===== src/rtl/vtrap_flush_ctrl.sv =====
module vtrap_flush_ctrl #(
  parameter int ROB_W = 5
) (
  input  logic             clk,
  input  logic             rst_n,
  input  logic             trap_req_i,
  input  logic [ROB_W-1:0] trap_rob_i,
  input  logic [ROB_W-1:0] head_rob_i,
  input  logic             ret_valid_i,
  input  logic [ROB_W-1:0] ret_rob_i,
  output logic             cq_stall_o,
  output logic             cq_flush_o,
  output logic             uq_flush_o,
  output logic             trap_rdy_valid_o,
  input  logic             trap_rdy_ack_i
);

  localparam logic [ROB_W-1:0] ONE = ROB_W'(1);

  typedef enum logic [1:0] {S_IDLE, S_FLUSH, S_DRAIN, S_ACK} state_t;

  state_t           state_q, state_d;
  logic [ROB_W-1:0] fault_q;
  logic             empty_q;
  logic [ROB_W-1:0] age_gap;
  logic             pred_hit;
  logic             accept;

  assign accept   = (state_q == S_IDLE) && trap_req_i;
  assign age_gap  = fault_q - ret_rob_i;
  assign pred_hit = ret_valid_i && (age_gap == ONE) &&
                    ((state_q == S_FLUSH) || (state_q == S_DRAIN));

  always_comb begin
    state_d = state_q;
    case (state_q)
      S_IDLE:  if (trap_req_i) state_d = S_FLUSH;
      S_FLUSH: state_d = (empty_q || pred_hit) ? S_ACK : S_DRAIN;
      S_DRAIN: if (pred_hit) state_d = S_ACK;
      S_ACK:   if (trap_rdy_ack_i) state_d = S_IDLE;
      default: state_d = S_IDLE;
    endcase
  end

  always_ff @(posedge clk or negedge rst_n) begin
    if (!rst_n) begin
      state_q <= S_IDLE;
      fault_q <= '0;
      empty_q <= 1'b0;
    end else begin
      state_q <= state_d;
      if (accept) begin
        fault_q <= trap_rob_i;
        empty_q <= (head_rob_i == trap_rob_i);
      end
    end
  end

  assign cq_stall_o       = (state_q != S_IDLE);
  assign cq_flush_o       = (state_q == S_FLUSH);
  assign uq_flush_o       = (state_q == S_FLUSH);
  assign trap_rdy_valid_o = (state_q == S_ACK);


  a_r2_flush_after_req: assert property (@(posedge clk) disable iff (!rst_n)
    (!cq_stall_o && trap_req_i) |=> (cq_flush_o && uq_flush_o));

  a_r3_flush_one_cycle: assert property (@(posedge clk) disable iff (!rst_n)
    cq_flush_o |=> !cq_flush_o);

  a_r7_ready_holds: assert property (@(posedge clk) disable iff (!rst_n)
    (trap_rdy_valid_o && !trap_rdy_ack_i) |=> trap_rdy_valid_o);

  a_r7_release: assert property (@(posedge clk) disable iff (!rst_n)
    (trap_rdy_valid_o && trap_rdy_ack_i) |=> (!cq_stall_o && !trap_rdy_valid_o));

  a_r9_stall_covers: assert property (@(posedge clk) disable iff (!rst_n)
    (cq_flush_o || trap_rdy_valid_o) |-> cq_stall_o);

  a_r8_fault_stable: assert property (@(posedge clk) disable iff (!rst_n)
    (cq_stall_o && !(trap_rdy_valid_o && trap_rdy_ack_i)) |=> $stable(fault_q));

  a_r4_ready_needs_cause: assert property (@(posedge clk) disable iff (!rst_n)
    (cq_stall_o && !trap_rdy_valid_o && !empty_q &&
     !(ret_valid_i && (fault_q - ret_rob_i) == ONE)) |=> !trap_rdy_valid_o);

endmodule


===== config.mk =====
export PLATFORM = sky130hd
export DESIGN_NAME = vtrap_flush_ctrl
export DESIGN_NICKNAME = d
export VERILOG_FILES = /design/src/rtl/vtrap_flush_ctrl.sv
export SDC_FILE = /design/constraint.sdc
export NUM_CORES = 1
export LEC_CHECK = 0
export CAP_MARGIN = 20
export CORE_MARGIN = 10
export CORE_UTILIZATION = 43
export CTS_BUF_LIST = sky130_fd_sc_hd__clkbuf_16
export CTS_CLUSTER_DIAMETER = 30
export DETAILED_ROUTE_END_ITERATION = 7
export GPL_TIMING_DRIVEN = 0
export PLACE_DENSITY_LB_ADDON = 0.05
export REMOVE_ABC_BUFFERS = 1
export SYNTH_ARGS = -nofsm -noshare
export SYNTH_HDL_FRONTEND = slang
export SYNTH_SLANG_ARGS = --single-unit

===== constraint.sdc =====
create_clock -name clk -period 2.71 [get_ports clk]
set_input_delay 0.4065 -clock clk [delete_from_list [all_inputs] [get_ports clk]]
set_output_delay 0.4065 -clock clk [all_outputs]
set_load 0.01 [all_outputs]

* Word level (Yosys, flattened, before mapping)
Cells that the tools add are included.
** Storage, ports and cells
- Input bits :: 20
- Output and inout port bits :: 4
- Register bits after elaboration :: 8
** Cells by class
- $add $sub $neg :: 1
- Eq/ne operators :: 8
- Multiplexer cells :: 5
- Reductions and logical operators :: 8
** Operator list (count)
- $pmux 2 s4 :: 1
- $mux 2 :: 3
- $eq 5x1->1 const B :: 1
- $eq 5x5->1 :: 1
- $sub 5x5->5 :: 1
- $eq 2x2->1 const B :: 2
- $ne 2x2->1 const B :: 2
- $logic_and 1x1->1 :: 3
- $reduce_and 3->1 :: 1
- $eq 2x1->1 const B :: 1
- $logic_not 2->1 :: 1
- $logic_or 1x1->1 :: 2
- $ne 2x1->1 const B :: 1
- $reduce_bool 2->1 :: 1
- $mux 1 :: 1

* Logic depth before layout (Yosys ltp)
Gate-level depths: netlist (run 1).
- Depth after elaboration :: 7
- Mapped depth :: 8

* Worst setup path before layout (run 1)
OpenSTA, ideal clock, no wires.
- Path kind :: input to register
- Start point :: input ret_rob_i[0]
- End point :: register state_q[1]
- Path buffers :: 0
- Library setup time :: 0.125 ns
- Arrival time :: 1.944 ns
- Stages on the path :: 7
- Setup slack :: 0.641 ns
- Data required time :: 2.585 ns
- Path through :: ha_1 -> fa_1 -> nand2b_1 -> a21oi_1 -> xnor2_1 -> a31oi_1 -> mux2_4
** On the way
- Longest elaborated chain between the ends :: 6
** RTL lines
- start: declaration :: line 10 : input logic [ROB_W-1:0] ret_rob_i,
- $sub 5x5->5 :: line 30 : assign age_gap = fault_q - ret_rob_i;
- $eq 5x1->1 :: line 31 : assign pred_hit = ret_valid_i && (age_gap == ONE) &&
- $logic_and 1x1->1 (2 in a row) :: line 31
- $ne 2x2->1 (no line)
- $reduce_and 3->1 (no line)
- end signal: assignment :: line 51 : state_q <= state_d;
- end: declaration :: line 22 : state_t state_q, state_d;
Every way passes these cells.
A chain may end at the register's enable or synchronous reset.

* Final worst setup path (run 1)
Ends and elaborated chain as after synthesis.

==> summary.md, run 1 <==
| Metric | Value |
|---|---|
| Syn_area_per_cell | between 9 and 10 um2 |
| Status | finished, final reports clean |
| First-pass GRT wire length | 2590 um |
| Num rows | 14 |
| Crit path launch type | input port |
| Switching share of power | 35.3% |
| DRT iter0 DRCs | 4 |
| Max-slew violation count | 0 |
| Sequential share of the synthesized area | 29.7% |
| RSZ-0062 raised after global routing | false |
| Reg clk slew, reported paths | ~0.040 ns |
| Final hold vios | 0 |
| Nets | ~130 |
| CTS H-Tree Depth | 1 |
| Vias in the first global route | 599 |
| Pre-antenna DRT Iters | 4 |
| Mapped Area | roughly 670 um2 |
| Worst Tran Pin Value | about 0.37 ns |
| EDFF count, synth | 0 |
| Mapped Cells | ~70 |
| Largest net degree at the start of global routing | 9 |
| Clk pwr share | a little under a quarter |
| Max clock buf depth | 2 |
| Post-DRT Antenna Nets | 0 |
| Flop pwr share | a little over a fifth |
| Worst EP arrival | between 2 and 3 ns |
| Placer Congestion | 0.762 |
| TritonCTS clock tree | done |
| Initial antenna violation count | 0 |
| FILL cells | 127 |
| Die area | about 3600 um2 |
| DIE WIDTH | 59.6 um |
| Port Buffer Count | 23 |
| Primary FF master, synth | dfrtp_1 |
| DIE HEIGHT | a little under 60 um |
| MaxCap Viol Count | 0 |
| Placed Area | between 900 and 1000 um2 |
| CTS buffer count | 3 |
| R2R setup slack | ~0.50 ns |
| Internal power | 678 uW |
| Leak pwr | 0.450 nW |
| Most frequent cell after synthesis | inv_1 |
| Final core occ | 66.6% |
| Final worst-path cycle share | 89.6% |
| Tot GR Track Use | under 10% |
| Share of post-route cells with drive strength above 1 | 11.7% |
| Final setup vio count | 0 |
| TritonCTS Sinks | 8 |
| CP Capture Type | register |
| Reg2reg end | state_q[1] |
| Cell taking the most area after synthesis | dfrtp_1 |
| P&R area growth vs syn | 47.1% |
| Final global-route overflow total | 0 |
| Antenna diodes | 0 |
| Hold Crit Class | input port to asynchronous set/reset pin |
| Post-CTS sizing | 0 |
| CP max FO | 3 |
| Logic gate share of total power | 55.7% |
| Post-Layout Inst Area | just under 1000 um2 |
| FMAX | 0.412 GHz |
| FF-to-FF Start | fault_q[0] |
| Worst reg-to-reg path cell count | 8 |
| Post-synth top cells | inv_1, ha_1, dfrtp_1 |
| DR vias/cell | roughly 5.2 |
| Tmin final | roughly 2.4 ns |
| Average wire per standard cell | 14.0 um |
| DRC Markers | 0 |
| Post-CTS Setup Inserts | 0 |
| Critical path class | input port to register |
| Worst-Skew Late Latency | ~0.23 ns |
| Total core area | 1490 um2 |
| Post-synth cell types | 27 |
| Worst hold slack | around 0.46 ns |
| Ys Warns | 0 |
| WP data required | approximately 2.8 ns |
| Slew Limit Headroom | between 70% and 80% |
| DP Wirelength | about 1300 um |
| FF+latch count, synth | 8 |
| Placed Cells | 107 |
| Clk root buf | clkbuf_16 |
| NetSw | 370 uW |
| Maximum vdd drop | 0.000850 V |
| Starting Density | 45.3% |
| Cts hold-fix bufs | 0 |
| Fin cells | 110 |
| Total wire length | 1540 um |
| Synth top area cells | dfrtp_1, ha_1, mux2_2 |
| Top cell type's share of synthesized area | 29.7% |
| DR vias | ~570 |
| Post-synth ARST share | between 90% and 100% |
| Setup TNS | 0 ns |
| Final clock skew | about 0.0031 ns |
| Pwr dens | roughly 1100 nW/um2 |
| Io pins | 24 |
## cell families after synthesis
group,Yosys count,synth area share [%]
AND/OR/NAND/NOR,14,10.9
adder cells (fa/ha/maj),10,19.7
multiplexers,6,10.6
XOR/XNOR,8,10.4
AO/OA/AOI/OAI,11,11.5
flip-flops,8,29.7
buffers and inverters,12,7.24
## placed cells by master, fill, tap and decap left out
cell type	instances
clkdlybuf4s50_1	23
inv_1	11
ha_1	9
dfrtp_1	8
mux2_2	5
nor2_1	5
xnor2_1	5
a21oi_1	3
xor2_1	3
clkbuf_16	3
nand2_1	2
o22ai_1	1
nand2b_1	1
nor2b_1	1
nand4_1	1
nand3b_1	1
and3_1	1
nor3_2	1
a31oi_1	1
mux2_4	1
nand3_1	1
o41ai_1	1
a211o_1	1
a31o_2	1
o31ai_1	1
o211ai_1	1
a2bb2oi_1	1
fa_1	1
## power groups by stage
stage                     Clock, mW  Sequential (mW)  Combinational [mW]
after floorplan                   0            0.210               0.414
after global placement            0            0.220               0.569
after detailed placement          0            0.222               0.588
after CTS                     0.247            0.221               0.592
after global routing          0.252            0.231               0.651
final                         0.244            0.221               0.584
## state kept, by name, summed over array words and instances, names as in the netlist
signal,flops
fault_q,5
state_q,2
empty_q,1
## worst max-delay path, cell delays in order
cell	delay [ns]
clkdlybuf4s50_1	0.41
ha_1	0.23
fa_1	0.40
nand2b_1	0.16
a21oi_1	0.16
xnor2_1	0.13
a31oi_1	0.30
mux2_4	0.34
## worst max-delay path by stage
stage	start	endpoint	slack, ns	cells past startpoint
2_1_floorplan	ret_rob_i[0]	state_q[1]	0.64	7
3_3_place_gp	ret_rob_i[0]	state_q[1]	0.05	8
3_5_place_dp	ret_rob_i[0]	state_q[1]	0.06	8
4_1_cts	ret_rob_i[0]	state_q[1]	0.29	8
5_1_grt	ret_rob_i[0]	state_q[1]	0.16	8
6_report	ret_rob_i[0]	state_q[1]	0.28	8
## layout make-up
type,instances,area (um2),area share [%]
inverter,11,41.3,4.16
multi-input combinational,49,425,42.9
clock buffer,3,75.1,7.57
sequential,8,200,20.2
timing repair buffer,23,230,23.2
tap,16,20.0,2.02
## routing by layer
layer | vias up | track usage, % | wire (um)
met5 | - | 0 | 0
met4 | 0 | 6.41 | 32
met3 | 4 | 2.79 | 77
met2 | 17 | 14.1 | 749
met1 | 262 | 11.2 | 678
li1 | 286 | - | -
## through the flow
stage / total power [mW] / setup slack, ns
floorplan: 0.624 / 0.641
global placement: 0.789 / 0.0490
detailed placement: 0.810 / 0.0593
CTS: 1.06 / 0.293
global route: 1.13 / 0.160
finish: 1.05 / 0.282
No activity file was read; power rests on OpenSTA's default activity.
==> run 2, diff against run 1 <==
--- a/config.mk
+++ b/config.mk
@@ -11,9 +11,11 @@
 export CTS_BUF_LIST = sky130_fd_sc_hd__clkbuf_16
 export CTS_CLUSTER_DIAMETER = 30
 export DETAILED_ROUTE_END_ITERATION = 7
+export GPL_ROUTABILITY_DRIVEN = 0
 export GPL_TIMING_DRIVEN = 0
 export PLACE_DENSITY_LB_ADDON = 0.05
 export REMOVE_ABC_BUFFERS = 1
+export SLEW_MARGIN = 20
 export SYNTH_ARGS = -nofsm -noshare
 export SYNTH_HDL_FRONTEND = slang
 export SYNTH_SLANG_ARGS = --single-unit
==> results of run 2 <==
Same layout as run 1: the final DEF is identical, and so are final timing and power.
==> run 3, diff against run 2 <==
--- a/config.mk
+++ b/config.mk
@@ -7,13 +7,14 @@
 export LEC_CHECK = 0
 export CAP_MARGIN = 20
 export CORE_MARGIN = 10
-export CORE_UTILIZATION = 43
-export CTS_BUF_LIST = sky130_fd_sc_hd__clkbuf_16
+export CORE_UTILIZATION = 45
+export CTS_BUF_LIST = sky130_fd_sc_hd__clkbuf_8
 export CTS_CLUSTER_DIAMETER = 30
 export DETAILED_ROUTE_END_ITERATION = 7
 export GPL_ROUTABILITY_DRIVEN = 0
 export GPL_TIMING_DRIVEN = 0
-export PLACE_DENSITY_LB_ADDON = 0.05
+export HOLD_SLACK_MARGIN = 0.03
+export PLACE_DENSITY = 0.8
 export REMOVE_ABC_BUFFERS = 1
 export SLEW_MARGIN = 20
 export SYNTH_ARGS = -nofsm -noshare
==> summary.md, run 3 (synthesized netlist as in run 1, its figures left out) <==
| Metric | Value |
|---|---|
| DR vias/cell | 5.17 (about the same) |
| CTS buffer count | 3 (unchanged) |
| Crit path launch type | input port (unchanged) |
| Most common cell after layout, fill and taps aside | clkdlybuf4s50_1 (unchanged) |
| Pwr dens | 981 nW/um2 (was 1060 nW/um2) |
| Nets | 126 (unchanged) |
| Max reg flops | 5 (unchanged) |
| Share of post-route cells with drive strength above 1 | 11.7% (unchanged) |
| Post-CTS sizing | 0 (unchanged) |
| Worst EP arrival | 2.51 ns (was 2.53 ns) |
| Final setup vio count | 0 (unchanged) |
| Switching share of power | 38.0% (was 35.3%) |
| Slowest stage delay, CP | 0.40 ns (was 0.41 ns) |
| Most flop-heavy register | fault_q (unchanged) |
| DR vias | 563 (was 569) |
| DIE HEIGHT | 58.7 um (was 59.6 um) |
| Fin cells | 109 (was 110) |
| Worst-path cell chain | clkdlybuf4s50_1, ha_1, fa_1, nand2b_1, a21oi_1, xnor2_1, a31oi_1, mux2_4 (unchanged) |
| Post-DRT Antenna Nets | 0 (unchanged) |
| First-pass GRT wire length | 2440 um (was 2590 um) |
| Critical-path top delay cell | clkdlybuf4s50_1 (unchanged) |
| Pre-antenna DRT Iters | 4 (unchanged) |
| Starting Density | 50.0% (was 45.3%) |
| Crit path buf inv count | 1 (unchanged) |
| FMAX | 0.414 GHz (was 0.412 GHz) |
| Worst hold slack | 0.468 ns (was 0.461 ns) |
| Top delay family on crit path | adder cells (unchanged) |
| Final hold vios | 0 (unchanged) |
| Logic gate share of total power | 61.9% (was 55.7%) |
| Placed Area | 916 um2 (was 917 um2) |
| Placed Cells | 106 (was 107) |
| NetSw | 357 uW (was 370 uW) |
| Worst-Skew Late Latency | 0.22 ns (was 0.23 ns) |
| Setup TNS | 0 ns (unchanged) |
| Tot GR Track Use | 8.52% (was 9.42%) |
| Vias in the first global route | 616 (was 599) |
| Maximum vdd drop | 0.000566 V (was 0.000850 V) |
| DIE WIDTH | 58.7 um (was 59.6 um) |
| Hold Crit Class | input port to asynchronous set/reset pin (unchanged) |
| Slew Limit Headroom | 75.5% (was 75.3%) |
| Cts hold-fix bufs | 0 (unchanged) |
| Critical path class | input port to register (unchanged) |
| Max clock buf depth | 2 (unchanged) |
| DRT iter0 DRCs | 6 (was 4) |
| Initial antenna violation count | 0 (unchanged) |
| Average wire per standard cell | 13.3 um (was 14.0 um) |
| Leak pwr | 0.434 nW (was 0.450 nW) |
| Reg clk slew, reported paths | 0.04 ns (about the same) |
| P&R area growth vs syn | 41.9% (was 47.1%) |
| Worst Tran Pin Value | 0.366 ns (was 0.370 ns) |
| RSZ-0062 raised after global routing | false (unchanged) |
| Final worst-path cycle share | 89.1% (was 89.6%) |
| Worst reg-to-reg path cell count | 8 (unchanged) |
| Max-slew violation count | 0 (unchanged) |
| Tmin final | 2.41 ns (was 2.43 ns) |
| DP Wirelength | 1310 um (was 1340 um) |
| Post-Layout Inst Area | 957 um2 (was 992 um2) |
| CP Capture Type | register (unchanged) |
| WP data required | 2.81 ns (was 2.82 ns) |
| MaxCap Viol Count | 0 (unchanged) |
| Die area | 3450 um2 (was 3550 um2) |
| Port Buffer Count | 23 (unchanged) |
| Io pins | 24 (unchanged) |
| Total wire length | 1450 um (was 1540 um) |
| Final clock skew | 0.00199 ns (was 0.00311 ns) |
| Final global-route overflow total | 0 (unchanged) |
| Clk pwr share | 14.6% (was 23.3%) |
| Total core area | 1350 um2 (was 1490 um2) |
| Commonest non-fill, non-tap cells in the layout | clkdlybuf4s50_1, inv_1, ha_1 (unchanged) |
| Clk root buf | clkbuf_8 (was clkbuf_16) |
| Biggest regs | fault_q x5, state_q x2, empty_q x1 (unchanged) |
| Antenna diodes | 0 (unchanged) |
| FF-to-FF Start | fault_q[0] (unchanged) |
| TritonCTS Sinks | 8 (unchanged) |
| R2R setup slack | 0.51 ns (was 0.50 ns) |
| Flop pwr share | 23.5% (was 21.0%) |
| DRC Markers | 0 (unchanged) |
| CP max FO | 3 (unchanged) |
| Post-CTS Setup Inserts | 0 (unchanged) |
| Largest net degree at the start of global routing | 9 (unchanged) |
| CTS H-Tree Depth | 1 (unchanged) |
| Internal power | 583 uW (was 678 uW) |
| Reg2reg end | state_q[1] (unchanged) |
| TritonCTS clock tree | done (unchanged) |
| Num rows | 13 (was 14) |
| Status | finished, final reports clean (unchanged) |
| Pwr Total | 939 uW (was 1.05 mW) |
==> run 3: changes by cell type in the layout (fill, tap and decap cells not counted) <==
| cell | previous run | this run |
|---|---|---|
| clkbuf_8 | 0 | 3 |
| clkbuf_16 | 3 | 0 |
==> run 3: power by group through the flow <==
stage	clock network, mW	registers (mW)	logic [mW]
4_1_cts	0.140	0.221	0.585
2_1_floorplan	0	0.210	0.414
5_1_grt	0.148	0.230	0.648
3_3_place_gp	0	0.219	0.562
6_report	0.137	0.221	0.582
3_5_place_dp	0	0.223	0.583
==> run 3: worst max path at each step <==
| stage | cells after the start | slack [ns] | end | from |
|---|---|---|---|---|
| 5_1_grt | 8 | 0.20 | state_q[1] | ret_rob_i[0] |
| 2_1_floorplan | 7 | 0.64 | state_q[1] | ret_rob_i[0] |
| 4_1_cts | 8 | 0.30 | state_q[1] | ret_rob_i[0] |
| 6_report | 8 | 0.30 | state_q[1] | ret_rob_i[0] |
| 3_5_place_dp | 8 | 0.08 | state_q[1] | ret_rob_i[0] |
| 3_3_place_gp | 8 | 0.07 | state_q[1] | ret_rob_i[0] |
==> run 3: stage by stage <==
stage / util, % / setup WS (ns)
6_report: 70.9 / 0.296
5_1_grt: 70.9 / 0.198
4_1_cts: 70.9 / 0.304
3_5_place_dp: 67.8 / 0.0811
3_3_place_gp: 67.8 / 0.0687
2_1_floorplan: - / 0.641
==> run 3: layout make-up <==
| cell class | count | area, um2 |
|---|---|---|
| Fill cell | 109 | 393 |
| Clock buffer | 3 | 41.3 |
| Inverter | 11 | 41.3 |
| Timing Repair Buffer | 23 | 230 |
| Sequential cell | 8 | 200 |
| Tap cell | 15 | 18.8 |
| Multi-Input combinational cell | 49 | 425 |
==> run 3: per-layer routing <==
| metal | vias up | global-route usage [%] | share of wire [%] |
|---|---|---|---|
| met1 | 255 | 8.67 | 43 |
| met2 | 21 | 15.0 | 47 |
| li1 | 287 | - | - |
| met3 | 0 | 4.29 | 9.3 |
| met4 | 0 | 2.30 | 0 |
| met5 | - | 0 | 0 |
